<file path="src/rtl/tick_keeper_pkg.sv">
package tick_keeper_pkg;
  typedef enum logic [2:0] {
    ST_IDLE  = 3'd0,
    ST_COUNT = 3'd1,
    ST_MOTOR = 3'd2,
    ST_USER  = 3'd3,
    ST_EOI   = 3'd4
  } seq_state_e;

  localparam logic [1:0] ADDR_COUNT  = 2'd0;
  localparam logic [1:0] ADDR_STATUS = 2'd1;
  localparam logic [1:0] ADDR_MOTOR  = 2'd2;
  localparam int unsigned STATUS_MISS_LSB = 8;
endpackage

</file>
<file path="src/rtl/tk_sequencer.sv">
module tk_sequencer
  import tick_keeper_pkg::*;
#(
  parameter int unsigned MISS_W = 8
) (
  input  logic              clk,
  input  logic              rst_n,
  input  logic              tick_i,
  output logic              cnt_step_o,
  output logic              mot_step_o,
  output logic              user_tick_o,
  output logic              eoi_o,
  output logic [MISS_W-1:0] missed_o
);
  localparam logic [MISS_W-1:0] MISS_MAX = {MISS_W{1'b1}};
  localparam logic [MISS_W-1:0] MISS_ONE = MISS_W'(1);

  seq_state_e        state_q, state_d;
  logic [MISS_W-1:0] missed_q, missed_d;
  logic              missed_en;

  always_comb begin
    state_d = state_q;
    unique case (state_q)
      ST_IDLE:  if (tick_i) state_d = ST_COUNT;
      ST_COUNT: state_d = ST_MOTOR;
      ST_MOTOR: state_d = ST_USER;
      ST_USER:  state_d = ST_EOI;
      ST_EOI:   state_d = ST_IDLE;
      default:  state_d = ST_IDLE;
    endcase
  end

  always_comb begin
    missed_en = tick_i && (state_q != ST_IDLE) && (missed_q != MISS_MAX);
    missed_d  = missed_q + MISS_ONE;
  end

  always_ff @(posedge clk or negedge rst_n) begin
    if (!rst_n) begin
      state_q  <= ST_IDLE;
      missed_q <= '0;
    end else begin
      state_q <= state_d;
      if (missed_en) missed_q <= missed_d;
    end
  end

  assign cnt_step_o  = (state_q == ST_COUNT);
  assign mot_step_o  = (state_q == ST_MOTOR);
  assign user_tick_o = (state_q == ST_USER);
  assign eoi_o       = (state_q == ST_EOI);
  assign missed_o    = missed_q;

  assert_onehot_R6: assert property (@(posedge clk) disable iff (!rst_n)
    $onehot0({cnt_step_o, mot_step_o, user_tick_o, eoi_o}));
  assert_cnt_then_mot_R6: assert property (@(posedge clk) disable iff (!rst_n)
    cnt_step_o |=> mot_step_o);
  assert_mot_then_user_R6: assert property (@(posedge clk) disable iff (!rst_n)
    mot_step_o |=> user_tick_o);
  assert_user_then_eoi_R7: assert property (@(posedge clk) disable iff (!rst_n)
    user_tick_o |=> (eoi_o && !user_tick_o));
  assert_eoi_single_R7: assert property (@(posedge clk) disable iff (!rst_n)
    eoi_o |=> !eoi_o);
  assert_busy_tick_ignored_R9: assert property (@(posedge clk) disable iff (!rst_n)
    (tick_i && (state_q != ST_IDLE)) |=> !cnt_step_o);
  assert_miss_saturates_R9: assert property (@(posedge clk) disable iff (!rst_n)
    (missed_q == MISS_MAX) |=> (missed_q == MISS_MAX));
endmodule

</file>
<file path="src/rtl/tk_tick_counter.sv">
module tk_tick_counter #(
  parameter int unsigned CNT_W = 32
) (
  input  logic             clk,
  input  logic             rst_n,
  input  logic             step_i,
  input  logic             clr_flag_i,
  output logic [CNT_W-1:0] count_o,
  output logic             roll_o
);
  localparam logic [CNT_W-1:0] CNT_MAX = {CNT_W{1'b1}};
  localparam logic [CNT_W-1:0] CNT_ONE = CNT_W'(1);

  logic [CNT_W-1:0] count_q, count_d;
  logic             roll_q, roll_d;
  logic             at_max;

  always_comb begin
    at_max  = (count_q == CNT_MAX);
    count_d = at_max ? '0 : (count_q + CNT_ONE);
    roll_d  = roll_q;
    if (clr_flag_i)        roll_d = 1'b0;
    if (step_i && at_max)  roll_d = 1'b1;
  end

  always_ff @(posedge clk or negedge rst_n) begin
    if (!rst_n) begin
      count_q <= '0;
      roll_q  <= 1'b0;
    end else begin
      if (step_i) count_q <= count_d;
      roll_q <= roll_d;
    end
  end

  assign count_o = count_q;
  assign roll_o  = roll_q;

  assert_incr_R1: assert property (@(posedge clk) disable iff (!rst_n)
    (step_i && (count_q != CNT_MAX)) |=> (count_q == $past(count_q) + CNT_ONE));
  assert_hold_R1: assert property (@(posedge clk) disable iff (!rst_n)
    !step_i |=> $stable(count_q));
  assert_wrap_R2: assert property (@(posedge clk) disable iff (!rst_n)
    (step_i && (count_q == CNT_MAX)) |=> ((count_q == '0) && roll_q));
  assert_sticky_R3: assert property (@(posedge clk) disable iff (!rst_n)
    (roll_q && !clr_flag_i) |=> roll_q);
endmodule

</file>
<file path="src/rtl/tk_motor_timer.sv">
module tk_motor_timer #(
  parameter int unsigned WAIT_W     = 8,
  parameter int unsigned NUM_MOTORS = 4
) (
  input  logic                  clk,
  input  logic                  rst_n,
  input  logic                  step_i,
  input  logic                  load_i,
  input  logic [WAIT_W-1:0]     load_wait_i,
  input  logic [NUM_MOTORS-1:0] load_en_i,
  output logic [WAIT_W-1:0]     wait_o,
  output logic [NUM_MOTORS-1:0] motor_en_o
);
  localparam logic [WAIT_W-1:0] WAIT_ONE = WAIT_W'(1);

  logic [WAIT_W-1:0]     wait_q, wait_d;
  logic [NUM_MOTORS-1:0] en_q, en_d;
  logic                  upd_en;

  always_comb begin
    wait_d = wait_q;
    en_d   = en_q;
    if (load_i) begin
      wait_d = load_wait_i;
      en_d   = load_en_i;
    end else if (step_i) begin
      if (wait_q != '0) wait_d = wait_q - WAIT_ONE;
      if (wait_q <= WAIT_ONE) en_d = '0;
    end
    upd_en = load_i || step_i;
  end

  always_ff @(posedge clk or negedge rst_n) begin
    if (!rst_n) begin
      wait_q <= '0;
      en_q   <= '0;
    end else if (upd_en) begin
      wait_q <= wait_d;
      en_q   <= en_d;
    end
  end

  assign wait_o     = wait_q;
  assign motor_en_o = en_q;

  assert_floor_R4: assert property (@(posedge clk) disable iff (!rst_n)
    (!load_i && (wait_q == '0)) |=> (wait_q == '0));
  assert_step_down_R4: assert property (@(posedge clk) disable iff (!rst_n)
    (step_i && !load_i && (wait_q != '0)) |=> (wait_q == $past(wait_q) - WAIT_ONE));
  assert_off_at_zero_R5: assert property (@(posedge clk) disable iff (!rst_n)
    (step_i && !load_i && (wait_q <= WAIT_ONE)) |=> (en_q == '0));
  assert_load_wins_R8: assert property (@(posedge clk) disable iff (!rst_n)
    load_i |=> ((wait_q == $past(load_wait_i)) && (en_q == $past(load_en_i))));
  assert_no_rise_R8: assert property (@(posedge clk) disable iff (!rst_n)
    !load_i |=> ((en_q & ~$past(en_q)) == '0));
endmodule

</file>
<file path="src/rtl/tick_keeper.sv">
module tick_keeper
  import tick_keeper_pkg::*;
#(
  parameter int unsigned CNT_W      = 32,
  parameter int unsigned WAIT_W     = 8,
  parameter int unsigned NUM_MOTORS = 4,
  parameter int unsigned MISS_W     = 8,
  parameter int unsigned DATA_W     = 32
) (
  input  logic                  clk,
  input  logic                  rst_n,
  input  logic                  tick_i,
  input  logic                  reg_en_i,
  input  logic                  reg_wr_i,
  input  logic [1:0]            reg_addr_i,
  input  logic [DATA_W-1:0]     reg_wdata_i,
  output logic [DATA_W-1:0]     reg_rdata_o,
  output logic [NUM_MOTORS-1:0] motor_en_o,
  output logic                  user_tick_o,
  output logic                  eoi_o
);
  localparam int unsigned EN_LSB = WAIT_W;

  logic                  cnt_step, mot_step;
  logic [MISS_W-1:0]     missed;
  logic [CNT_W-1:0]      count;
  logic                  roll;
  logic [WAIT_W-1:0]     wait_val;
  logic                  rd_status, wr_motor;

  always_comb begin
    rd_status = reg_en_i && !reg_wr_i && (reg_addr_i == ADDR_STATUS);
    wr_motor  = reg_en_i &&  reg_wr_i && (reg_addr_i == ADDR_MOTOR);
  end

  tk_sequencer #(.MISS_W(MISS_W)) u_seq (
    .clk         (clk),
    .rst_n       (rst_n),
    .tick_i      (tick_i),
    .cnt_step_o  (cnt_step),
    .mot_step_o  (mot_step),
    .user_tick_o (user_tick_o),
    .eoi_o       (eoi_o),
    .missed_o    (missed)
  );

  tk_tick_counter #(.CNT_W(CNT_W)) u_cnt (
    .clk        (clk),
    .rst_n      (rst_n),
    .step_i     (cnt_step),
    .clr_flag_i (rd_status),
    .count_o    (count),
    .roll_o     (roll)
  );

  tk_motor_timer #(.WAIT_W(WAIT_W), .NUM_MOTORS(NUM_MOTORS)) u_mot (
    .clk         (clk),
    .rst_n       (rst_n),
    .step_i      (mot_step),
    .load_i      (wr_motor),
    .load_wait_i (reg_wdata_i[WAIT_W-1:0]),
    .load_en_i   (reg_wdata_i[EN_LSB +: NUM_MOTORS]),
    .wait_o      (wait_val),
    .motor_en_o  (motor_en_o)
  );

  always_comb begin
    reg_rdata_o = '0;
    if (reg_en_i && !reg_wr_i) begin
      unique case (reg_addr_i)
        ADDR_COUNT:  reg_rdata_o[CNT_W-1:0] = count;
        ADDR_STATUS: begin
          reg_rdata_o[0] = roll;
          reg_rdata_o[STATUS_MISS_LSB +: MISS_W] = missed;
        end
        ADDR_MOTOR: begin
          reg_rdata_o[WAIT_W-1:0] = wait_val;
          reg_rdata_o[EN_LSB +: NUM_MOTORS] = motor_en_o;
        end
        default: reg_rdata_o = '0;
      endcase
    end
  end

  assert_status_read_clears_R3: assert property (@(posedge clk) disable iff (!rst_n)
    (rd_status && !cnt_step) |=> !roll);
  assert_user_not_with_eoi_R7: assert property (@(posedge clk) disable iff (!rst_n)
    !(user_tick_o && eoi_o));
endmodule

</file>
<file path="config.mk">
export PLATFORM = sky130hd
export DESIGN_NAME = tick_keeper
export DESIGN_NICKNAME = d
export VERILOG_FILES = /design/src/rtl/tick_keeper_pkg.sv /design/src/rtl/tk_sequencer.sv /design/src/rtl/tk_tick_counter.sv /design/src/rtl/tk_motor_timer.sv /design/src/rtl/tick_keeper.sv
export SDC_FILE = /design/constraint.sdc
export NUM_CORES = 1
export LEC_CHECK = 0
export ABC_AREA = 1
export BUFFER_PORTS_ARGS = -buffer_cell sky130_fd_sc_hd__clkbuf_2
export CAP_MARGIN = 25
export CORE_MARGIN = 4
export CORE_UTILIZATION = 52
export DETAILED_ROUTE_END_ITERATION = 7
export GPL_TIMING_DRIVEN = 0
export PLACE_DENSITY_LB_ADDON = 0.08
export SETUP_SLACK_MARGIN = 0.05
export SYNTH_ARGS = -nofsm -noshare
export SYNTH_HDL_FRONTEND = slang
export SYNTH_SLANG_ARGS = --single-unit
</file>
<file path="constraint.sdc">
create_clock -name clk -period 2.8 [get_ports clk]
set_input_delay 0.28 -clock clk [delete_from_list [all_inputs] [get_ports clk]]
set_output_delay 0.28 -clock clk [all_outputs]
set_load 0.02 [all_outputs]
</file>
==> results of run 1 <==
==> how the worst min path moves through the flow <==
stage | cells past startpoint | from | slack (ns) | endpoint
3_5_place_dp | 1 | rst_n | 0.44 | u_cnt.count_o[20]
3_3_place_gp | 2 | u_cnt.roll_o | 0.47 | u_cnt.roll_o
5_1_grt | 1 | rst_n | 0.13 | u_cnt.count_o[23]
6_report | 1 | rst_n | 0.06 | u_cnt.count_o[19]
2_1_floorplan | 0 | rst_n | -0.02 | u_cnt.count_o[0]
4_1_cts | 1 | rst_n | 0.1 | u_cnt.count_o[19]
==> metrics by stage <==
step	area, µm²	utilization	worst slack (ns)	total power, mW
finish	4230	0.615	0.689	2.72
global route	4230	0.615	0.522	2.95
CTS	4230	0.615	0.680	2.74
detailed placement	4100	0.597	0.681	2.15
global placement	4100	0.597	0.721	2.10
floorplan	3700	-	1.12	1.87
==> flip-flops by register name (all words and copies together), names as in the netlist <==
signal	count
u_seq.state_q	3
u_mot.wait_o	8
u_mot.motor_en_o	4
u_cnt.roll_o	1
u_seq.missed_o	8
u_cnt.count_o	32
==> layer usage <==
metal | vias up | GRT usage
met2 | 97 | 0.416
li1 | 1878 | -
met5 | - | 0
met4 | 0 | 0.0866
met3 | 19 | 0.0414
met1 | 1722 | 0.301
==> cell families (layout without fill, tap and decap cells) <==
family / Yosys count / count (layout) / synth area share
adders and majority gates: 4 / 4 / 0.0135
and+or+nand+nor: 347 / 347 / 0.408
xor gates and xnor gates: 16 / 16 / 0.0379
DFF: 56 / 56 / 0.379
AOI/OAI and AO/OA: 44 / 44 / 0.0653
buffers and inverters: 92 / 156 / 0.0968
==> worst register-to-register path: stages (launching register included) <==
cell and delay, ns:
dfrtp_1 0.43, ha_1 0.21, nand3_1 0.12, inv_2 0.11, nand3_2 0.15, nor2_4 0.22
nand3_4 0.19, inv_2 0.18, nor2_1 0.07
==> area by class of cell <==
type,count,area [µm²]
fill,697,2640
multi-input combinational,411,1940
sequential,56,1400
inverter,83,312
timing repair buffer,56,283
tap,96,120
clock buffer,7,96.3
buffer,9,46.3
clock inverter,1,30.0
==> where the power goes <==
| part | switching (mW) | internal, mW |
|---|---|---|
| registers | 0.199 | 0.989 |
| logic | 0.610 | 0.330 |
| clock network | 0.271 | 0.316 |
==> synthesized netlist by cell type <==
library cell / instances / area [µm²]
a21oi_1: 13 / 65.1
a31oi_1: 1 / 6.26
buf_2: 4 / 20.0
buf_6: 1 / 11.3
clkbuf_1: 4 / 15.0
clkinv_1: 1 / 3.75
dfrtp_1: 56 / 1400
ha_1: 4 / 50.1
inv_1: 72 / 270
inv_2: 10 / 37.5
nand2_1: 169 / 634
nand2_2: 4 / 25.0
nand3_1: 44 / 220
nand3_2: 2 / 20.0
nand3_4: 2 / 35.0
nand3b_1: 2 / 15.0
nand4_1: 6 / 37.5
nand4_2: 1 / 12.5
nor2_1: 83 / 312
nor2_2: 8 / 50.1
nor2_4: 2 / 22.5
nor3_1: 21 / 105
o2111ai_1: 1 / 8.76
o211ai_1: 2 / 15.0
o21ai_0: 20 / 100
o21ai_1: 4 / 20.0
o221ai_1: 1 / 8.76
o32ai_1: 2 / 17.5
or2_0: 1 / 6.26
or2_2: 2 / 12.5
xnor2_1: 6 / 52.6
xor2_1: 10 / 87.6
==> impl_metrics.yaml, run 1 <==
status:
  status: "finished, final reports clean"
global_route:
  grt_pass1_vias: 3661
  antenna_found_initial: 0
  grt_pass1_wl_mm: 16.4
  grt_max_degree: 57
  grt_usage: 0.241
  overflow: 0
logic_synthesis:
  syn_avg_cell_area_um2: 6.62
  syn_area_um2: 3700
  yosysSeqAreaShare: 0.379
  ys_types: 32
  synth_warnings: 0
  synth_cells: 559
  syn_nets: 602
  synth_seq_cells: 56
cells_and_area:
  layout-drive-gt1-share: 0.161
  fin_nets: 665
  final_common_cell: "nand2_1"
  final_cells: 719
  synthToLayoutAreaGrowth_pct: 14.3
  antennaDiodeCount: 0
  most-common-layout-cells: "nand2_1 (169), nor2_1 (83), inv_1 (72)"
worst_setup_path:
  cp_top_family: "buffers and inverters"
  cp.required_ns: 2.52
  crit_path_max_incr_delay_ns: 0.37
  ff2ff_setup_slack_ns: 1.02
  arrival_ns: 1.83
  crit_slowest_cell: "clkbuf_1"
  critPathLaunch: "reg_en_i"
  cp_cell_sequence: "clkbuf_2 > inv_1 > nor2_2 > clkinv_1 > clkbuf_1 > nor3_1 > clkbuf_2"
  crit_path_end_kind: "output pin"
  crit_end: "reg_rdata_o[26]"
  crit_top_cell: "clkbuf_2"
  r2r_cells: 8
  critPathKind: "input port to output pin"
  startpoint_type: "input port"
  crit_fanout: 10
  r2r_start: "u_cnt.count_o[1]"
  path_buf_inv: 5
  worstReg2RegEnd: "u_cnt.count_o[25]"
  cp.depth: 7
die:
  io_pins: 77
  die_y_um: 92.3
  row_count: 30
  initial_core_util: 0.538
  die_width_um: 92.3
  core_um2: 6870
  dieArea_um2: 8530
clocking:
  cts_buffer_depth: 2
  clock-sinks: 56
  cts_root_buf: "clkbuf_8"
  cts_inserted_buffers: 5
  clk_pin_slew_worst_paths_ns: 0.10
  cts_tree: "yes"
  postCtsSetupRepairBufs: 0
  cts.repair.resized: 0
  cts_hold_buf: 0
  insertion_delay_ns: 0.31
  h-tree-depth: 2
timing:
  slew_viol_final: 0
  hold_viol_final: 0
  worst_pin_slew_ns: 0.796
  fin_crit_ns: 2.11
  max_freq_mhz: 474
  rsz0062_at_grt: "false"
  finalCritPeriodShare: 0.754
  whs_ns: 0.0581
  fin_skew_ns: 0.00750
  setup_viol: 0
  slew_headroom: 0.469
  fin_tns_setup_ns: 0
route:
  via_per_inst: 5.17
  dr_wl_met2_mm: 4.84
  vias: 3716
  highest_layer: "met4"
  ant_nets: 0
  totalWireLength_mm: 9.77
  first_pass_iters: 7
  dr_wl_met3_um: 450
  drt-met1-wl_mm: 4.26
  dr.first_iter.drc_count: 228
  wl_per_cell_um: 13.6
  drc: 0
power_and_ir_drop:
  p_per_area_nw_per_um2: 642
  power.leakage_nw: 2.15
  ir_worst_vdd_v: 0.000459
placement:
  port-buffer-count: 56
  dp_hpwl_mm: 7.58
  gp_congestion: 0.963
  dp.cells: 711
flow_run:
  cap_violations: 0
min_path:
  hold_path_class: "input port to async pin"
No activity file was read; power rests on OpenSTA's default activity.
==> inputs of run 2 (changes only) <==
Clock period 2.8 ns to 2.2 ns, I/O delays scaled along.
==> impl_metrics.yaml, run 2 (synthesized netlist as in run 1, its figures left out) <==
global_route:
  gr-usage-met1: 0.301
  antenna_found_initial: 0
  overflow: 0
  grt-busiest-layer: "met2"
  grt_max_degree: 57
  grt_usage: 0.241
  met3_usage: 0.0414
  grt_pass1_vias: 3661
  gr-usage-met2: 0.416
  grt_pass1_wl_mm: 16.4
worst_setup_path:
  startpoint_type: "input port"
  crit_fanout: 10
  crit_path_max_incr_delay_ns: 0.33
  arrival_ns: 1.73
  crit_path_end_kind: "output pin"
  critPathKind: "input port to output pin"
  cp_cell_sequence: "clkbuf_2 > inv_1 > nor2_2 > clkinv_1 > clkbuf_1 > a21oi_1 > clkbuf_2"
  crit_slowest_cell: "clkbuf_1"
  cp.required_ns: 1.98
  crit_top_cell: "clkbuf_2"
timing:
  whs_ns: -0.00229
  max_freq_mhz: 513
  slew_viol_final: 0
  worst_pin_slew_ns: 0.796
  slew_headroom: 0.469
  setup_viol: 0
  hold_viol_final: 2
  fin_skew_ns: 0.0100
  fin_tns_setup_ns: 0
  fin_crit_ns: 1.95
  finalCritPeriodShare: 0.886
  rsz0062_at_grt: "false"
route:
  totalWireLength_mm: 9.79
  via_per_inst: 5.17
  ant_nets: 0
  drc: 0
  wl_per_cell_um: 13.6
  first_pass_iters: 8
  dr.first_iter.drc_count: 142
  vias: 3715
placement:
  port-buffer-count: 56
  gp_congestion: 0.963
  dp_hpwl_mm: 7.58
  dp.cells: 711
cells_and_area:
  synthToLayoutAreaGrowth_pct: 14.3
  final_common_cell: "nand2_1"
  fin_nets: 665
  layout-drive-gt1-share: 0.162
  antennaDiodeCount: 0
  nFillCells: 701
  largest_reg_flops: 32
  final_cells: 719
  most-common-layout-cells: "nand2_1 (169), nor2_1 (83), inv_1 (72)"
die:
  dieArea_um2: 8530
  initial_core_util: 0.538
  row_count: 30
  core_um2: 6870
  io_pins: 77
  die_y_um: 92.3
  die_width_um: 92.3
power_and_ir_drop:
  ir_worst_vdd_v: 0.000585
  p_per_area_nw_per_um2: 816
  power.leakage_nw: 2.15
clocking:
  clk_pin_slew_worst_paths_ns: 0.10
  postCtsSetupRepairBufs: 0
  h-tree-depth: 2
  cts_root_buf: "clkbuf_8"
  cts_tree: "yes"
  clock-sinks: 56
  cts_hold_buf: 0
  insertion_delay_ns: 0.32
  cts.repair.resized: 0
  cts_inserted_buffers: 5
  cts_buffer_depth: 2
status:
  failed_checks: "negative hold slack"
  status: "finished with violations"
min_path:
  hold_path_class: "input port to async pin"
flow_run:
  cap_violations: 0
run 2: worst max-delay path: cells and delay by family:
kind	cells	cell delay, ns
compound gates	1	0.25
buf+inv	5	0.96
simple gates	1	0.29
run 2: path summary, 6_finish.rpt:
check / start / to / slack [ns] / cells after the start
max: reg_en_i / reg_rdata_o[2] / 0.25 / 7
min: rst_n / u_cnt.count_o[19] / -0.002 / 1
max reg2reg: u_cnt.count_o[1] / u_cnt.count_o[25] / 0.42 / 8
min reg2reg: u_cnt.roll_o / u_cnt.roll_o / 0.51 / 2
max in group asynchronous: rst_n / u_mot.wait_o[0] / 1.68 / 1
min in group clk: reg_wdata_i[8] / u_mot.motor_en_o[0] / 0.11 / 3
run 2: per-layer routing:
layer | wire length (µm) | vias to the layer above
li1 | - | 1878
met1 | 4260 | 1719
met2 | 4850 | 96
met3 | 426 | 22
met4 | 251 | 0
met5 | 0 | -
run 2: metrics by stage:
stage	setup WS (ns)	utilization	instance area [µm²]	power, mW
after floorplan	0.637	-	3700	2.38
after global placement	0.241	0.597	4100	2.68
after detailed placement	0.201	0.597	4100	2.73
after CTS	0.200	0.615	4230	3.48
after global routing	0.129	0.616	4230	3.75
final	0.251	0.616	4230	3.45
run 2: final cells by class:
type | count | area (µm²) | area share
multi-input combinational | 411 | 1940 | 0.459
sequential | 56 | 1400 | 0.331
inverter | 83 | 312 | 0.0737
timing repair buffer | 56 | 283 | 0.0669
tap | 96 | 120 | 0.0284
clock buffer | 7 | 96.3 | 0.0228
buffer | 9 | 47.5 | 0.0112
clock inverter | 1 | 30.0 | 0.00710
run 2: power breakdown:
group          total (mW)  internal (mW)  leakage [nW]  switching, mW
sequential           1.51           1.26         0.746          0.251
combinational        1.20          0.421          1.34          0.775
clock               0.744          0.402        0.0645          0.342
==> inputs of run 3 (changes only) <==
Settings changed: PLACE_DENSITY set to 0.76, PLACE_DENSITY_LB_ADDON 0.08 to unset.
==> impl_metrics.yaml, run 3 (synthesized netlist as in run 1, its figures left out) <==
clocking:
  cts_tree: "yes"
  clk_pin_slew_worst_paths_ns: 0.09
  h-tree-depth: 2
  cts.repair.resized: 0
  cts_root_buf: "clkbuf_8"
  clock-sinks: 56
  cts_inserted_buffers: 5
  cts_buffer_depth: 2
  cts_hold_buf: 0
  postCtsSetupRepairBufs: 0
  insertion_delay_ns: 0.32
timing:
  fin_skew_ns: 0.0190
  finalCritPeriodShare: 0.813
  max_freq_mhz: 559
  fin_crit_ns: 1.79
  worst_pin_slew_ns: 0.795
  slew_viol_final: 0
  rsz0062_at_grt: "false"
  hold_viol_final: 2
  slew_headroom: 0.470
  fin_tns_setup_ns: 0
  setup_viol: 0
  worst_slack_ns: 0.411
  whs_ns: -0.00228
global_route:
  met3_usage: 0.0357
  grt_pass1_vias: 3577
  grt_max_degree: 57
  grt-busiest-layer: "met2"
  grt_usage: 0.236
  antenna_found_initial: 0
  grt_pass1_wl_mm: 16.3
  gr-usage-met2: 0.408
  overflow: 0
  gr-usage-met1: 0.306
power_and_ir_drop:
  ir_worst_vdd_v: 0.000486
  p_total_mw: 3.29
  power.leakage_nw: 2.13
  p_per_area_nw_per_um2: 786
die:
  io_pins: 77
  initial_core_util: 0.538
  row_count: 30
  dieArea_um2: 8530
  die_width_um: 92.3
  core_um2: 6870
  die_y_um: 92.3
cells_and_area:
  post-route-util: 0.610
  synthToLayoutAreaGrowth_pct: 13.3
  largest_reg_flops: 32
  most-common-layout-cells: "nand2_1 (169), nor2_1 (83), inv_1 (72)"
  final_common_cell: "nand2_1"
  antennaDiodeCount: 0
  fin_nets: 665
  nFillCells: 649
  layout-drive-gt1-share: 0.159
status:
  status: "finished with violations"
  failed_checks: "negative hold slack"
route:
  ant_nets: 0
  drc: 0
  totalWireLength_mm: 9.34
  dr.first_iter.drc_count: 225
  first_pass_iters: 5
  wl_per_cell_um: 13.0
  via_per_inst: 5.09
  vias: 3658
placement:
  port-buffer-count: 56
  post-place-ws_ns: 0.259
  dp_hpwl_mm: 7.29
  gp_congestion: 0.910
worst_setup_path:
  crit_fanout: 10
  arrival_ns: 1.57
  cp.required_ns: 1.98
  critPathKind: "input port to output pin"
  startpoint_type: "input port"
  crit_path_end_kind: "output pin"
flow_run:
  cap_violations: 0
min_path:
  hold_path_class: "input port to async pin"
## run 3: changes by cell type in the layout (fill, tap and decap cells not counted), sizes merged
cell,change
inv,+1
clkinv,-1
bufinv,-1
clkbuf,+1
## run 3: per-stage QoR
stage                     cell area, µm²  instances
after floorplan                     3700        559
after global placement              4100        711
after detailed placement            4100        711
after CTS                           4190        719
after global routing                4190        719
final                               4190        719
## run 3: worst paths after layout
kind,start,endpoint,slack (ns),cells past startpoint
setup / recovery,reg_addr_i[0],reg_rdata_o[13],0.41,8
min in group clk,reg_wdata_i[8],u_mot.motor_en_o[0],0.12,3
setup reg to reg,u_cnt.count_o[1],u_cnt.count_o[13],0.45,8
hold reg to reg,u_cnt.roll_o,u_cnt.roll_o,0.49,2
hold / removal,rst_n,u_cnt.count_o[20],-0.002,1
max in group asynchronous,rst_n,u_mot.wait_o[1],1.67,1
## run 3: area by class of cell
type	instances	area (µm²)	area share
Multi-Input combinational cell	411	1940	0.463
Sequential cell	56	1400	0.334
Clock buffer	8	90.1	0.0215
Timing Repair Buffer	56	283	0.0675
Tap cell	96	120	0.0287
Inverter	83	312	0.0743
Buffer	9	46.3	0.0110
## run 3: where the power goes
part / switching (mW) / internal, mW / total, mW
registers: 0.244 / 1.26 / 1.50
logic: 0.778 / 0.422 / 1.20
clock network: 0.333 / 0.258 / 0.591
## run 3: layer usage
metal	up-vias	wire, µm
met5	-	0
met4	0	151
met3	17	510
met2	102	4460
met1	1671	4220
li1	1868	-
## run 3: worst max-delay path, stage by stage
cell and delay (ns):
clkbuf_2 0.09, inv_1 0.08, nand2_1 0.22, inv_1 0.21, buf_2 0.26, nand2_1 0.07, a21oi_1 0.20, clkbuf_2 0.21
